## src/rtl/uprd_pkg.sv

```systemverilog
package uprd_pkg;

    localparam int UPRD_UPR_W  = 4;
    localparam int UPRD_ADDR_W = 2;

    localparam logic [UPRD_ADDR_W-1:0] ADDR_MODE = 2'd0;
    localparam logic [UPRD_ADDR_W-1:0] ADDR_SPAN = 2'd1;
    localparam logic [UPRD_ADDR_W-1:0] ADDR_NEXT = 2'd2;
    localparam logic [UPRD_ADDR_W-1:0] ADDR_CTRL = 2'd3;

    typedef enum logic [1:0] {
        UPD_MANUAL = 2'd0,
        UPD_SEMI   = 2'd1,
        UPD_AUTO   = 2'd2,
        UPD_RSVD   = 2'd3
    } upd_mode_e;

    typedef struct packed {
        logic                  wr;
        logic [UPRD_UPR_W-1:0] val;
    } span_wr_t;

    function automatic logic uprd_counting(upd_mode_e m);
        return (m == UPD_SEMI) || (m == UPD_AUTO);
    endfunction

    function automatic logic uprd_self_clear(upd_mode_e m);
        return (m == UPD_MANUAL) || (m == UPD_SEMI);
    endfunction

endpackage

```

## src/rtl/uprd_regs.sv

```systemverilog
module uprd_regs
    import uprd_pkg::*;
#(
    parameter int NCH    = 4,
    parameter int DATA_W = 8
) (
    input  logic                   clk,
    input  logic                   rst,
    input  logic                   wr_en,
    input  logic [UPRD_ADDR_W-1:0] wr_addr,
    input  logic [DATA_W-1:0]      wr_data,
    input  logic                   clr_ready,
    output upd_mode_e              mode,
    output logic                   group_any,
    output logic                   ready,
    output span_wr_t               span_wr,
    output span_wr_t               next_wr
);

    localparam int MASK_LSB = 2;
    localparam int USED_W   = MASK_LSB + NCH;

    logic [NCH-1:0] mask_q;
    upd_mode_e      mode_q;
    logic           ready_q;
    logic           set_ready;

    generate
        if (DATA_W > USED_W) begin : g_spare
            logic unused_hi;
            assign unused_hi = ^wr_data[DATA_W-1:USED_W];
        end
    endgenerate

    assign set_ready = wr_en && (wr_addr == ADDR_CTRL) && wr_data[0];

    always_ff @(posedge clk) begin
        if (rst) begin
            mode_q  <= UPD_MANUAL;
            mask_q  <= '0;
            ready_q <= 1'b0;
        end else begin
            if (wr_en && (wr_addr == ADDR_MODE)) begin
                mode_q <= upd_mode_e'(wr_data[1:0]);
                mask_q <= wr_data[MASK_LSB +: NCH];
            end
            if (set_ready) begin
                ready_q <= 1'b1;
            end else if (clr_ready) begin
                ready_q <= 1'b0;
            end
        end
    end

    assign mode        = mode_q;
    assign group_any   = |mask_q;
    assign ready       = ready_q;
    assign span_wr.wr  = wr_en && (wr_addr == ADDR_SPAN);
    assign span_wr.val = wr_data[UPRD_UPR_W-1:0];
    assign next_wr.wr  = wr_en && (wr_addr == ADDR_NEXT);
    assign next_wr.val = wr_data[UPRD_UPR_W-1:0];


    ready_clear_chk: assert property (@(posedge clk) disable iff (rst)
        (clr_ready && !set_ready) |=> !ready_q);

endmodule

```

## src/rtl/uprd_timer.sv

```systemverilog
module uprd_timer
    import uprd_pkg::*;
(
    input  logic     clk,
    input  logic     rst,
    input  logic     count_en,
    input  logic     period_end,
    input  span_wr_t span_wr,
    input  span_wr_t next_wr,
    output logic     boundary,
    output logic     reload
);

    logic [UPRD_UPR_W-1:0] cnt_q;
    logic [UPRD_UPR_W-1:0] live_q;
    logic [UPRD_UPR_W-1:0] stage_q;
    logic                  pend_q;
    logic                  reload_q;
    logic                  take;

    assign boundary = count_en && period_end && (cnt_q == live_q);
    assign take     = boundary && pend_q;

    always_ff @(posedge clk) begin
        if (rst) begin
            cnt_q    <= '0;
            live_q   <= '0;
            stage_q  <= '0;
            pend_q   <= 1'b0;
            reload_q <= 1'b0;
        end else begin
            reload_q <= take;

            if (!count_en || boundary) begin
                cnt_q <= '0;
            end else if (period_end) begin
                cnt_q <= cnt_q + 1'b1;
            end

            if (take) begin
                live_q <= stage_q;
            end else if (span_wr.wr) begin
                live_q <= span_wr.val;
            end

            if (next_wr.wr) begin
                stage_q <= next_wr.val;
                pend_q  <= 1'b1;
            end else if (take) begin
                pend_q <= 1'b0;
            end
        end
    end

    assign reload = reload_q;


    cnt_restart_chk: assert property (@(posedge clk) disable iff (rst)
        boundary |=> (cnt_q == '0));


    pend_set_chk: assert property (@(posedge clk) disable iff (rst)
        next_wr.wr |=> pend_q);


    pend_clear_chk: assert property (@(posedge clk) disable iff (rst)
        (boundary && pend_q && !next_wr.wr) |=> (!pend_q && reload));


    held_zero_chk: assert property (@(posedge clk) disable iff (rst)
        !count_en |=> (cnt_q == '0));


    reload_after_end_chk: assert property (@(posedge clk) disable iff (rst)
        !period_end |=> !reload);

endmodule

```

## src/rtl/uprd_ctrl.sv

```systemverilog
module uprd_ctrl
    import uprd_pkg::*;
#(
    parameter int NCH    = 4,
    parameter int DATA_W = 8
) (
    input  logic                   clk,
    input  logic                   rst,
    input  logic                   wr_en,
    input  logic [UPRD_ADDR_W-1:0] wr_addr,
    input  logic [DATA_W-1:0]      wr_data,
    input  logic                   period_end,
    output logic                   upd_strobe,
    output logic                   reload
);

    upd_mode_e mode;
    logic      group_any;
    logic      ready;
    span_wr_t  span_wr;
    span_wr_t  next_wr;
    logic      count_en;
    logic      boundary;
    logic      fire;
    logic      clr_ready;
    logic      strobe_q;

    uprd_regs #(.NCH(NCH), .DATA_W(DATA_W)) u_regs (
        .clk       (clk),
        .rst       (rst),
        .wr_en     (wr_en),
        .wr_addr   (wr_addr),
        .wr_data   (wr_data),
        .clr_ready (clr_ready),
        .mode      (mode),
        .group_any (group_any),
        .ready     (ready),
        .span_wr   (span_wr),
        .next_wr   (next_wr)
    );

    assign count_en = uprd_counting(mode) && group_any;

    uprd_timer u_timer (
        .clk        (clk),
        .rst        (rst),
        .count_en   (count_en),
        .period_end (period_end),
        .span_wr    (span_wr),
        .next_wr    (next_wr),
        .boundary   (boundary),
        .reload     (reload)
    );

    always_comb begin
        case (mode)
            UPD_MANUAL: fire = period_end && ready;
            UPD_SEMI:   fire = boundary && ready;
            UPD_AUTO:   fire = boundary;
            default:    fire = 1'b0;
        endcase
    end

    assign clr_ready = fire && uprd_self_clear(mode);

    always_ff @(posedge clk) begin
        if (rst) begin
            strobe_q <= 1'b0;
        end else begin
            strobe_q <= fire;
        end
    end

    assign upd_strobe = strobe_q;


    strobe_after_end_chk: assert property (@(posedge clk) disable iff (rst)
        !period_end |=> !upd_strobe);


    auto_fire_chk: assert property (@(posedge clk) disable iff (rst)
        (mode == UPD_AUTO && boundary) |=> upd_strobe);


    rsvd_quiet_chk: assert property (@(posedge clk) disable iff (rst)
        (mode == UPD_RSVD) |=> !upd_strobe);

endmodule

```

## config.mk

```make
export PLATFORM = sky130hd
export DESIGN_NAME = uprd_ctrl
export DESIGN_NICKNAME = d
export VERILOG_FILES = /design/src/rtl/uprd_pkg.sv /design/src/rtl/uprd_regs.sv /design/src/rtl/uprd_timer.sv /design/src/rtl/uprd_ctrl.sv
export SDC_FILE = /design/constraint.sdc
export NUM_CORES = 1
export LEC_CHECK = 0
export BUFFER_PORTS_ARGS = -buffer_cell sky130_fd_sc_hd__buf_4
export CORE_MARGIN = 8
export CORE_UTILIZATION = 45
export DETAILED_ROUTE_END_ITERATION = 12
export GPL_TIMING_DRIVEN = 0
export PLACE_DENSITY = 0.65
export SLEW_MARGIN = 20
export SYNTH_ARGS = -nofsm -noshare
export SYNTH_HDL_FRONTEND = slang
export SYNTH_SLANG_ARGS = --single-unit
```

## constraint.sdc

```tcl
create_clock -name clk -period 2.64 [get_ports clk]
set_input_delay 0.528 -clock clk [delete_from_list [all_inputs] [get_ports clk]]
set_output_delay 0.528 -clock clk [all_outputs]
set_load 0.02 [all_outputs]
```

# --- After elaboration in Yosys (flattened, before gate mapping) ---
# Cells that the tools add are included.
totals:
  wordCells: 46
  out_inout_bits: 2
  register_bits: 22
  in_bits: 14
op_classes:
  reduce_logical: 23
  add_sub_neg: 1
  eq_ne: 6
  mux: 7
op_table:
  columns: ["cell", "n"]
  rows:
  - ["$logic_and 1x1->1", 12]
  - ["$mux 4", 2]
  - ["$eq 2x2->1 const B", 3]
  - ["$reduce_bool 2->1", 3]
  - ["$add 4x1->4 const B", 1]
  - ["$eq 2x1->1 const B", 2]
  - ["$eq 4x4->1", 1]
  - ["$logic_not 2->1", 2]
  - ["$mux 1", 4]
  - ["$reduce_or 4->1", 1]
  - ["$logic_or 1x1->1", 3]
  - ["$pmux 1 s3", 1]
  - ["$reduce_or 2->1", 1]
  - ["$logic_not 1->1", 1]

# --- Longest topological paths before layout ---
# Gate-level depths: netlist of the first run.
depth:
  word_depth: 10
  mapped_depth: 7

# --- Hierarchy ---
# A second synthesis of the first run with hierarchy kept.
hier_totals:
  cells_unflattened: 125
  area_unflattened_um2: 1233.7
by_module_without_submodules:
  columns: ["mod", "n_inst", "seq_area_each_um2", "cells_each", "area_per_inst_um2"]
  rows:
  - ["uprd_timer", 1, 280.3, 67, 686.9]
  - ["uprd_regs", 1, 140.1, 42, 400.4]
  - ["uprd_ctrl", 1, 20.0, 16, 146.4]

# --- Least setup slack after synthesis of the first run ---
# OpenSTA, ideal clock, no wires.
synth_timing:
  path_type: "flip-flop to flip-flop"
  start: "reg u_regs.mode_q[0] (netlist: u_regs.mode[0])"
  end: "reg u_timer.live_q[0]"
  arrival_ns: 1.431
  path_buffers: 1
  setup_time_ns: 0.133
  required_time_ns: 2.507
  path_stages_with_launch: 8
  slack_ns: 1.077
  synth_period_minus_slack_ns: 1.563
  cell_sequence: "dfxtp_1 > inv_1 > ha_1 > o41ai_4 > or2_1 > buf_4 > nor4_1 > nor3_2"
synth_between:
  elab_chain_len: 7
  elab_cells_between_ends: 9
  classes_between: "2 x eq/ne; 1 x mux; 6 x reduce/logical"
synth_lines:
  columns: ["element", "line", "source"]
  rows:
  - ["start, declared", "uprd_regs.sv:24", "upd_mode_e mode_q;"]
  - ["start signal, assigned", "uprd_regs.sv:44", "mode_q <= upd_mode_e'(wr_data[1:0]);"]
  - ["$eq 2x1->1 or $eq 2x2->1 (tied branches)", "uprd_pkg.sv:24", "return (m == UPD_SEMI) || (m == UPD_AUTO);"]
  - ["$logic_or 1x1->1 (*)", "uprd_pkg.sv:24", null]
  - ["$logic_and 1x1->1 (*)", "uprd_ctrl.sv:42", "assign count_en = uprd_counting(mode) && group_any;"]
  - ["$logic_and 1x1->1 (*) (2 in series)", "uprd_timer.sv:21", "assign boundary = count_en && period_end && (cnt_q == live_q);"]
  - ["$logic_and 1x1->1 (*)", "uprd_timer.sv:22", "assign take = boundary && pend_q;"]
  - ["$mux 4 or $reduce_bool 2->1 (tied branches)", null, null]
  - ["end signal, assigned", "uprd_timer.sv:41", "live_q <= stage_q;"]
  - ["end signal, assigned", "uprd_timer.sv:43", "live_q <= span_wr.val;"]
  - ["end, declared", "uprd_timer.sv:15", "logic [UPRD_UPR_W-1:0] live_q;"]
# Every way passes the cells marked *; elsewhere a longest branch is shown, timed or not.
# A chain may end at the register's enable or synchronous reset.

# --- Worst setup path in the final report of the first run ---
layout_timing:
  start: "reg u_regs.mode_q[0] (netlist: u_regs.mode[0])"
  end: "reg u_timer.live_q[2]"
# Same word-level chain as after synthesis.

==> results of run 1 <==
## path summary, 6_finish.rpt
path         slack (ps)           endpoint      startpoint  cells past startpoint
max reg2reg         880  u_timer.live_q[2]  u_regs.mode[0]                      7
min                 450   u_regs.mask_q[3]      wr_data[5]                      3
min reg2reg         510     u_timer.reload  u_timer.pend_q                      2
max                 880  u_timer.live_q[2]  u_regs.mode[0]                      7
## cell type report
type / instances / area, sq um / area share (%)
multi-input combinational: 80 / 607 / 48.3
tap: 30 / 37.5 / 2.99
timing repair buffer: 12 / 90.1 / 7.17
buffer: 6 / 30.0 / 2.39
sequential: 22 / 440 / 35.1
inverter: 4 / 15.0 / 1.20
clock buffer: 4 / 36.3 / 2.89
## sequential cells by signal (all words and copies together) (netlist names)
register,cells
u_regs.mask_q,4
u_timer.cnt_q,4
u_timer.live_q,4
u_timer.stage_q,4
u_regs.mode,2
u_regs.ready,1
u_timer.pend_q,1
u_timer.reload,1
upd_strobe,1
## stage by stage
step	util [%]	instances	power (W)	setup WS, ps
after floorplan	-	112	0.000401	1080
after global placement	51.1	154	0.000426	934
after detailed placement	51.1	154	0.000428	922
after CTS	52.6	158	0.000615	881
after global routing	52.6	158	0.000637	746
final	52.6	158	0.000610	882
## synth_stat cells, drive strengths merged
library cell	instances	area [sq um]
dfxtp	22	440
nor2	21	78.8
mux2i	13	130
ha	5	62.6
nor3	5	45.0
nor4	5	31.3
xnor2	5	43.8
buf	4	22.5
inv	4	15.0
nand3b	4	30.0
o31a	4	35.0
a21oi	2	10.0
clkbuf	2	7.51
nand2	2	7.51
o22ai	2	12.5
xor2	2	17.5
a41oi	1	8.76
nand2b	1	6.26
nand3	1	5.00
nand4	1	6.26
nor3b	1	18.8
o21a	1	7.51
o21ai	1	5.00
o221a	1	11.3
o41ai	1	27.5
or2	1	6.26
## metal layers
layer / track usage (%) / part of all wire [%]
met4: 4.90 / 0.74
met1: 12.6 / 50
met2: 15.4 / 45
met3: 2.89 / 3.8
met5: 0 / 0
## kinds of logic after synthesis
kind of cell | count (synthesis)
flip-flops | 22
AO/OA/AOI/OAI | 13
XOR/XNOR | 7
AND/OR/NAND/NOR | 42
multiplexers | 13
buffers and inverters | 10
adder cells (fa/ha/maj) | 5
## tightest hold or removal path, stage by stage
cell and delay (ps):
buf_4 80, mux2i_1 50, nor2_1 70
## power breakdown
group	total [W]	switching (W)	leakage [nW]	internal [W]
combinational	0.0000733	0.0000391	0.340	0.0000342
sequential	0.000347	0.00000631	0.178	0.000341
clock	0.000189	0.000105	0.0210	0.0000842
==> metrics.md, run 1 <==
| Metric | Value |
|---|---|
| Critical Path Start Type | `register` |
| Worst-Skew Late Latency | `310 ps` |
| Post-synth cell types | `28` |
| Outcome | `completed` |
| Fillers | `249` |
| Final setup TNS | `0 ps` |
| Worst slew margin | `65.1%` |
| Critical Setup Path Class | `reg2reg` |
| DRC | `0` |
| Port bufs | `12` |
| Cts repair resizes | `0` |
| Critical path buffers and inverters | `2` |
| Hold Fails Final Rpt | `0` |
| Clock sinks | `22` |
| Synth Area in Adders | `5.73%` |
| Worst Path Required | `2830 ps` |
| WP data arrival | `1950 ps` |
| GRT Util Overall | `10.1%` |
| First-pass GRT wire length | `3440 um` |
| Die area | `4260 sq um` |
| Initial antenna violation count | `0` |
| Total grt overflow | `0` |
| Die Height | `65.3 um` |
| Most frequent cells in the layout | `dfxtp_1, nor2_1, mux2i_1, buf_4` |
| Avg Cell Area, Syn | `9.75 sq um` |
| Synth-to-Final Area Change | `15.0%` |
| Total CTS buffers | `3` |
| Worst Path Max Fanout | `8` |
| DP HPWL | `1600 um` |
| Cell Rows | `18` |
| Mux cell area share after synthesis | `11.9%` |
| Final Cycle Share | `66.6%` |
| F_max | `569 MHz` |
| Post-route ant nets | `0` |
| CTS H-tree depth | `1` |
| Compound-Gate Fraction of Synth Area | `10.8%` |
| Setup Skew | `3.31 ps` |
| Pwr/cell area | `485 nW/um^2` |
| Placed Area | `1220 sq um` |
| Maxcap violations | `0` |
| Initial core utilization | `45.8%` |
| Core box area | `2390 sq um` |
| Setup Viol. Count Final | `0` |
| Via count | `793` |
| Leakage | `0.540 nW` |
| CP cell instances | `inv_1, ha_1, o41ai_4, or2_1, buf_4, nor4_1, nor3_2` |
| Most common cell after layout, fill and taps aside | `dfxtp_1` |
| Clock transition at path regs | `130 ps` |
| Layout Nets | `148` |
| Cell Area, Synth | `1090 sq um` |
| Starting DRC count in detailed routing | `12` |
| Layout cells sized above 1 | `20.3%` |
| Largest net degree at the start of global routing | `13` |
| Crit path max-delay family | `simple AND/OR/NAND/NOR gates` |
| GP Congestion | `0.737` |
| Register area share after synthesis | `40.3%` |
| Synth Register Bits | `22` |
| Syn nets | `131` |
| Routed vias/inst | `5.02` |
| Slew Limit Fails | `0` |
| CP peak stage delay | `380 ps` |
| Finished Cell Area | `1260 sq um` |
| Post-CTS setup buffers | `0` |
| Hold-fix buffers, CTS | `0` |
| Die X | `65.3 um` |
| Drt pass-1 iters | `4` |
| CTS tree | `built` |
| Ant. Diodes | `0` |
| Wire per inst | `12.8 um` |
| Hold_ws | `450 ps` |
| Mapped Cells | `112` |
| CP max stage cell | `dfxtp_1` |
| WL final | `2030 um` |
| Ports | `16` |
| Slew at the pin with the worst max-slew slack | `524 ps` |
| RSZ-0062 raised after global routing | `false` |
| Hold Crit Class | `in2reg` |
| CP endpoint kind | `register` |
| Final Critical Period | `1760 ps` |
| YS warnings | `0` |
| CTS max path bufs | `2` |
| Post-Synth Simple-Gate Area | `21.5%` |
| Root Driver | `clkbuf_4` |
| Peak supply drop | `0.000268 V` |
| Post-synthesis xor/xnor area fraction | `5.61%` |
| Vias in the first global route | `772` |
| Main combinational cell family by area after synthesis | `simple AND/OR/NAND/NOR gates` |
Note: power is estimated with default switching activity, not from simulation.
==> run 2, diff against run 1 <==
Clock period 2.64 ns to 1.7 ns, I/O delays scaled along.
==> metrics.md, run 2 (synthesized netlist as in run 1, its figures left out) <==
| Metric | Value |
|---|---|
| Met2 Usage GRT | `16.0%` |
| Initial core utilization | `45.8%` |
| Critical Path Start Type | `register` |
| Grt met1 use | `12.4%` |
| Ports | `16` |
| Worst Path Max Fanout | `8` |
| Worst slew margin | `64.4%` |
| Most frequent cells in the layout | `nor2_1, dfxtp_1, buf_4` |
| Slew at the pin with the worst max-slew slack | `534 ps` |
| GR peak layer | `met2` |
| Met3 Use GR | `2.89%` |
| CTS H-tree depth | `1` |
| Total CTS buffers | `3` |
| Cell Rows | `18` |
| DRC | `0` |
| Wire per inst | `13.1 um` |
| GP Congestion | `0.737` |
| Vias in the first global route | `775` |
| Core box area | `2390 sq um` |
| WL final | `2090 um` |
| Sequential cell area | `443 sq um` |
| CP endpoint kind | `register` |
| Final WS setup | `100 ps` |
| Starting DRC count in detailed routing | `17` |
| Clock transition at path regs | `130 ps` |
| Critical Setup Path Class | `reg2reg` |
| Synth-to-Final Area Change | `20.0%` |
| Ant. Diodes | `0` |
| WP data arrival | `1850 ps` |
| Total grt overflow | `0` |
| F_max | `625 MHz` |
| Hold_ws | `258 ps` |
| Port bufs | `12` |
| Via count | `802` |
| Most common cell after layout, fill and taps aside | `nor2_1` |
| Setup Viol. Count Final | `0` |
| Die area | `4260 sq um` |
| Die X | `65.3 um` |
| Die Height | `65.3 um` |
| CTS max path bufs | `2` |
| GRT Util Overall | `10.2%` |
| Leakage | `0.555 nW` |
| Slew Limit Fails | `0` |
| Root Driver | `clkbuf_4` |
| Area of the multi-input gates | `644 sq um` |
| Final Cycle Share | `94.1%` |
| Pre-CTS setup slack | `-18.0 ps` |
| Pwr/cell area | `729 nW/um^2` |
| Final setup TNS | `0 ps` |
| Layout Utilization | `54.9%` |
| Final Critical Period | `1600 ps` |
| Hold Fails Final Rpt | `0` |
| Hold Crit Class | `in2reg` |
| First-pass GRT wire length | `3460 um` |
| Hold-fix buffers, CTS | `0` |
| Total Power Consumption | `0.000956 W` |
| Post-route ant nets | `0` |
| Layout Nets | `150` |
| Drt pass-1 iters | `4` |
| Clock sinks | `22` |
| DP HPWL | `1600 um` |
| Worst-Skew Late Latency | `310 ps` |
| Initial antenna violation count | `0` |
| Peak supply drop | `0.000415 V` |
| Fillers | `244` |
| Routed vias/inst | `5.01` |
| Layout cells sized above 1 | `27.7%` |
| Maxcap violations | `0` |
| Setup Skew | `3.68 ps` |
| Outcome | `completed` |
| Worst Path Required | `1950 ps` |
| Largest net degree at the start of global routing | `13` |
| CTS tree | `built` |
| RSZ-0062 raised after global routing | `false` |
-- run 2: cell type report --
cell class / count / area share [%]
Inverter: 4 / 1.15
Timing Repair Buffer: 14 / 8.02
Buffer: 6 / 2.29
Tap cell: 30 / 2.86
Clock buffer: 4 / 2.77
Sequential cell: 22 / 33.8
Multi-Input combinational cell: 80 / 49.1
-- run 2: final timing paths --
kind	cells after the start	slack (ps)	endpoint	startpoint
max reg2reg	7	100	u_timer.live_q[0]	u_regs.mode[1]
min reg2reg	2	510	u_timer.reload	u_timer.pend_q
min	3	260	u_regs.mask_q[3]	wr_data[5]
max	7	100	u_timer.live_q[0]	u_regs.mode[1]
-- run 2: critical path, cell delays in order (launching register included) --
cell	delay [ps]
dfxtp_2	350
inv_1	80
ha_4	280
o41ai_4	90
or2_1	220
buf_4	170
o31a_1	240
nor3_2	100
-- run 2: metrics by stage --
step	area [sq um]	instances
after floorplan	1090	112
after global placement	1220	154
after detailed placement	1220	154
after CTS	1280	158
after global routing	1310	160
final	1310	160
-- run 2: repair_timing --
action                     in CTS  in global routing
resized for setup               6                  2
setup endpoints to repair       4                  4
buffers inserted                0                  2
-- run 2: layer usage --
metal,routed length (um),up-vias
met2,973,10
li1,-,431
met1,1020,359
met3,84,2
met5,0,-
met4,19,0
-- run 2: where the power goes --
group | switching [W] | internal (W)
Clock | 0.000163 | 0.000131
Combinational | 0.0000647 | 0.0000571
Sequential | 0.0000104 | 0.000530
==> run 3, diff against run 2 <==
Settings changed: BUFFER_PORTS_ARGS -buffer_cell sky130_fd_sc_hd__buf_4 to default, CORE_UTILIZATION 45 to 35, DONT_BUFFER_PORTS from default to 1, PLACE_DENSITY 0.65 to default.
==> metrics.md, run 3 (synthesized netlist as in run 1, its figures left out) <==
| Metric | Value |
|---|---|
| CP endpoint kind | `register` |
| Die X | `71.9 um` |
| Via count | `816` |
| RSZ-0062 raised after global routing | `true` |
| Ports | `16` |
| Setup Viol. Count Final | `0` |
| DP HPWL | `1680 um` |
| Vias in the first global route | `808` |
| Drt pass-1 iters | `4` |
| Finished Cell Area | `1260 sq um` |
| Setup Skew | `1.70 ps` |
| Hold Crit Class | `in2reg` |
| CTS max path bufs | `2` |
| Total grt overflow | `0` |
| Most common cell after layout, fill and taps aside | `nor2_1` |
| GP Congestion | `0.792` |
| Initial core utilization | `36.4%` |
| Routed vias/inst | `5.33` |
| Most frequent cells in the layout | `nor2_1, dfxtp_1, mux2i_1` |
| Synth-to-Final Area Change | `15.6%` |
| Total Power Consumption | `0.00105 W` |
| Clock sinks | `22` |
| F_max | `611 MHz` |
| Final Cycle Share | `96.2%` |
| Leakage | `0.510 nW` |
| Slew at the pin with the worst max-slew slack | `575 ps` |
| Die area | `5160 sq um` |
| Largest net degree at the start of global routing | `14` |
| Layout Nets | `140` |
| Hold Fails Final Rpt | `0` |
| Pwr/cell area | `835 nW/um^2` |
| Die Height | `71.9 um` |
| Post-route ant nets | `0` |
| CTS H-tree depth | `1` |
| Worst-Skew Late Latency | `320 ps` |
| GRT Util Overall | `9.51%` |
| Final Critical Period | `1640 ps` |
| Wire per inst | `15.1 um` |
| CTS tree | `built` |
| WL final | `2320 um` |
| Core box area | `3000 sq um` |
| Outcome | `completed` |
| Maxcap violations | `0` |
| Layout cells sized above 1 | `21.7%` |
| Clock transition at path regs | `130 ps` |
| Slew Limit Fails | `0` |
| Starting DRC count in detailed routing | `24` |
| WP data arrival | `1900 ps` |
| Root Driver | `clkbuf_4` |
| Worst slew margin | `61.6%` |
| Hold-fix buffers, CTS | `0` |
| Initial antenna violation count | `0` |
| Critical Setup Path Class | `reg2reg` |
| Port bufs | `0` |
| Ant. Diodes | `0` |
| Worst Path Required | `1960 ps` |
| DRC | `0` |
| Cell Rows | `20` |
| Critical Path Start Type | `register` |
| Worst Path Max Fanout | `8` |
| Placed Area | `1130 sq um` |
| Peak supply drop | `0.000384 V` |
| First-pass GRT wire length | `3750 um` |
| Total CTS buffers | `3` |
## run 3: repair_timing
action,CTS,global route
buffers inserted,0,4
resized for setup,6,4
gates cloned,0,0
pin swaps,0,2
endpoints found under the setup margin,4,3
## run 3: metal layers
metal,wire [um],part of all wire [%],vias up,track usage [%]
met2,1130,49,21,15.9
met1,940,41,381,10.1
met3,180,7.8,5,2.65
li1,-,-,409,-
met5,0,0,-,0
met4,66,2.8,0,6.80
## run 3: final timing paths
| check | startpoint | end | slack (ps) | cells past startpoint |
|---|---|---|---|---|
| setup / recovery | u_regs.mode[0] | u_timer.live_q[2] | 60 | 7 |
| hold / removal | wr_data[0] | u_regs.mode[0] | 150 | 2 |
| setup reg to reg | u_regs.mode[0] | u_timer.live_q[2] | 60 | 7 |
| hold reg to reg | u_timer.pend_q | u_timer.reload | 500 | 2 |
## run 3: critical path, cell delays in order (launching register included)
cell and delay, ps:
dfxtp_2 370, inv_2 60, ha_4 270, o41ai_4 90, or2_1 250, buf_6 140, o31a_1 250, nor3_2 150
## run 3: through the flow
stage	setup slack (ps)	hold WS (ps)	TNS, ps	utilization [%]	instances
5_1_grt	-37.6	161	-37.6	42.0	153
3_5_place_dp	-56.2	477	-77.2	37.8	145
4_1_cts	44.2	146	0	40.6	149
3_3_place_gp	-9.22	479	-9.22	37.8	145
6_report	63.8	152	0	42.0	153
2_1_floorplan	137	454	0	-	112
## run 3: report_power, final
part,switching (W),internal [W]
clock,0.000175,0.000239
sequential,0.0000106,0.000530
combinational,0.0000565,0.0000439
total,0.000242,0.000812
## run 3: final cells by class
| type | count | area, sq um |
|---|---|---|
| Timing Repair Buffer | 4 | 30.0 |
| Buffer | 6 | 33.8 |
| Clock inverter | 1 | 30.0 |
| Multi-Input combinational cell | 80 | 647 |
| Fill cell | 293 | 1740 |
| Inverter | 4 | 15.0 |
| Clock buffer | 3 | 22.5 |
| Sequential cell | 22 | 443 |
| Tap cell | 33 | 41.3 |
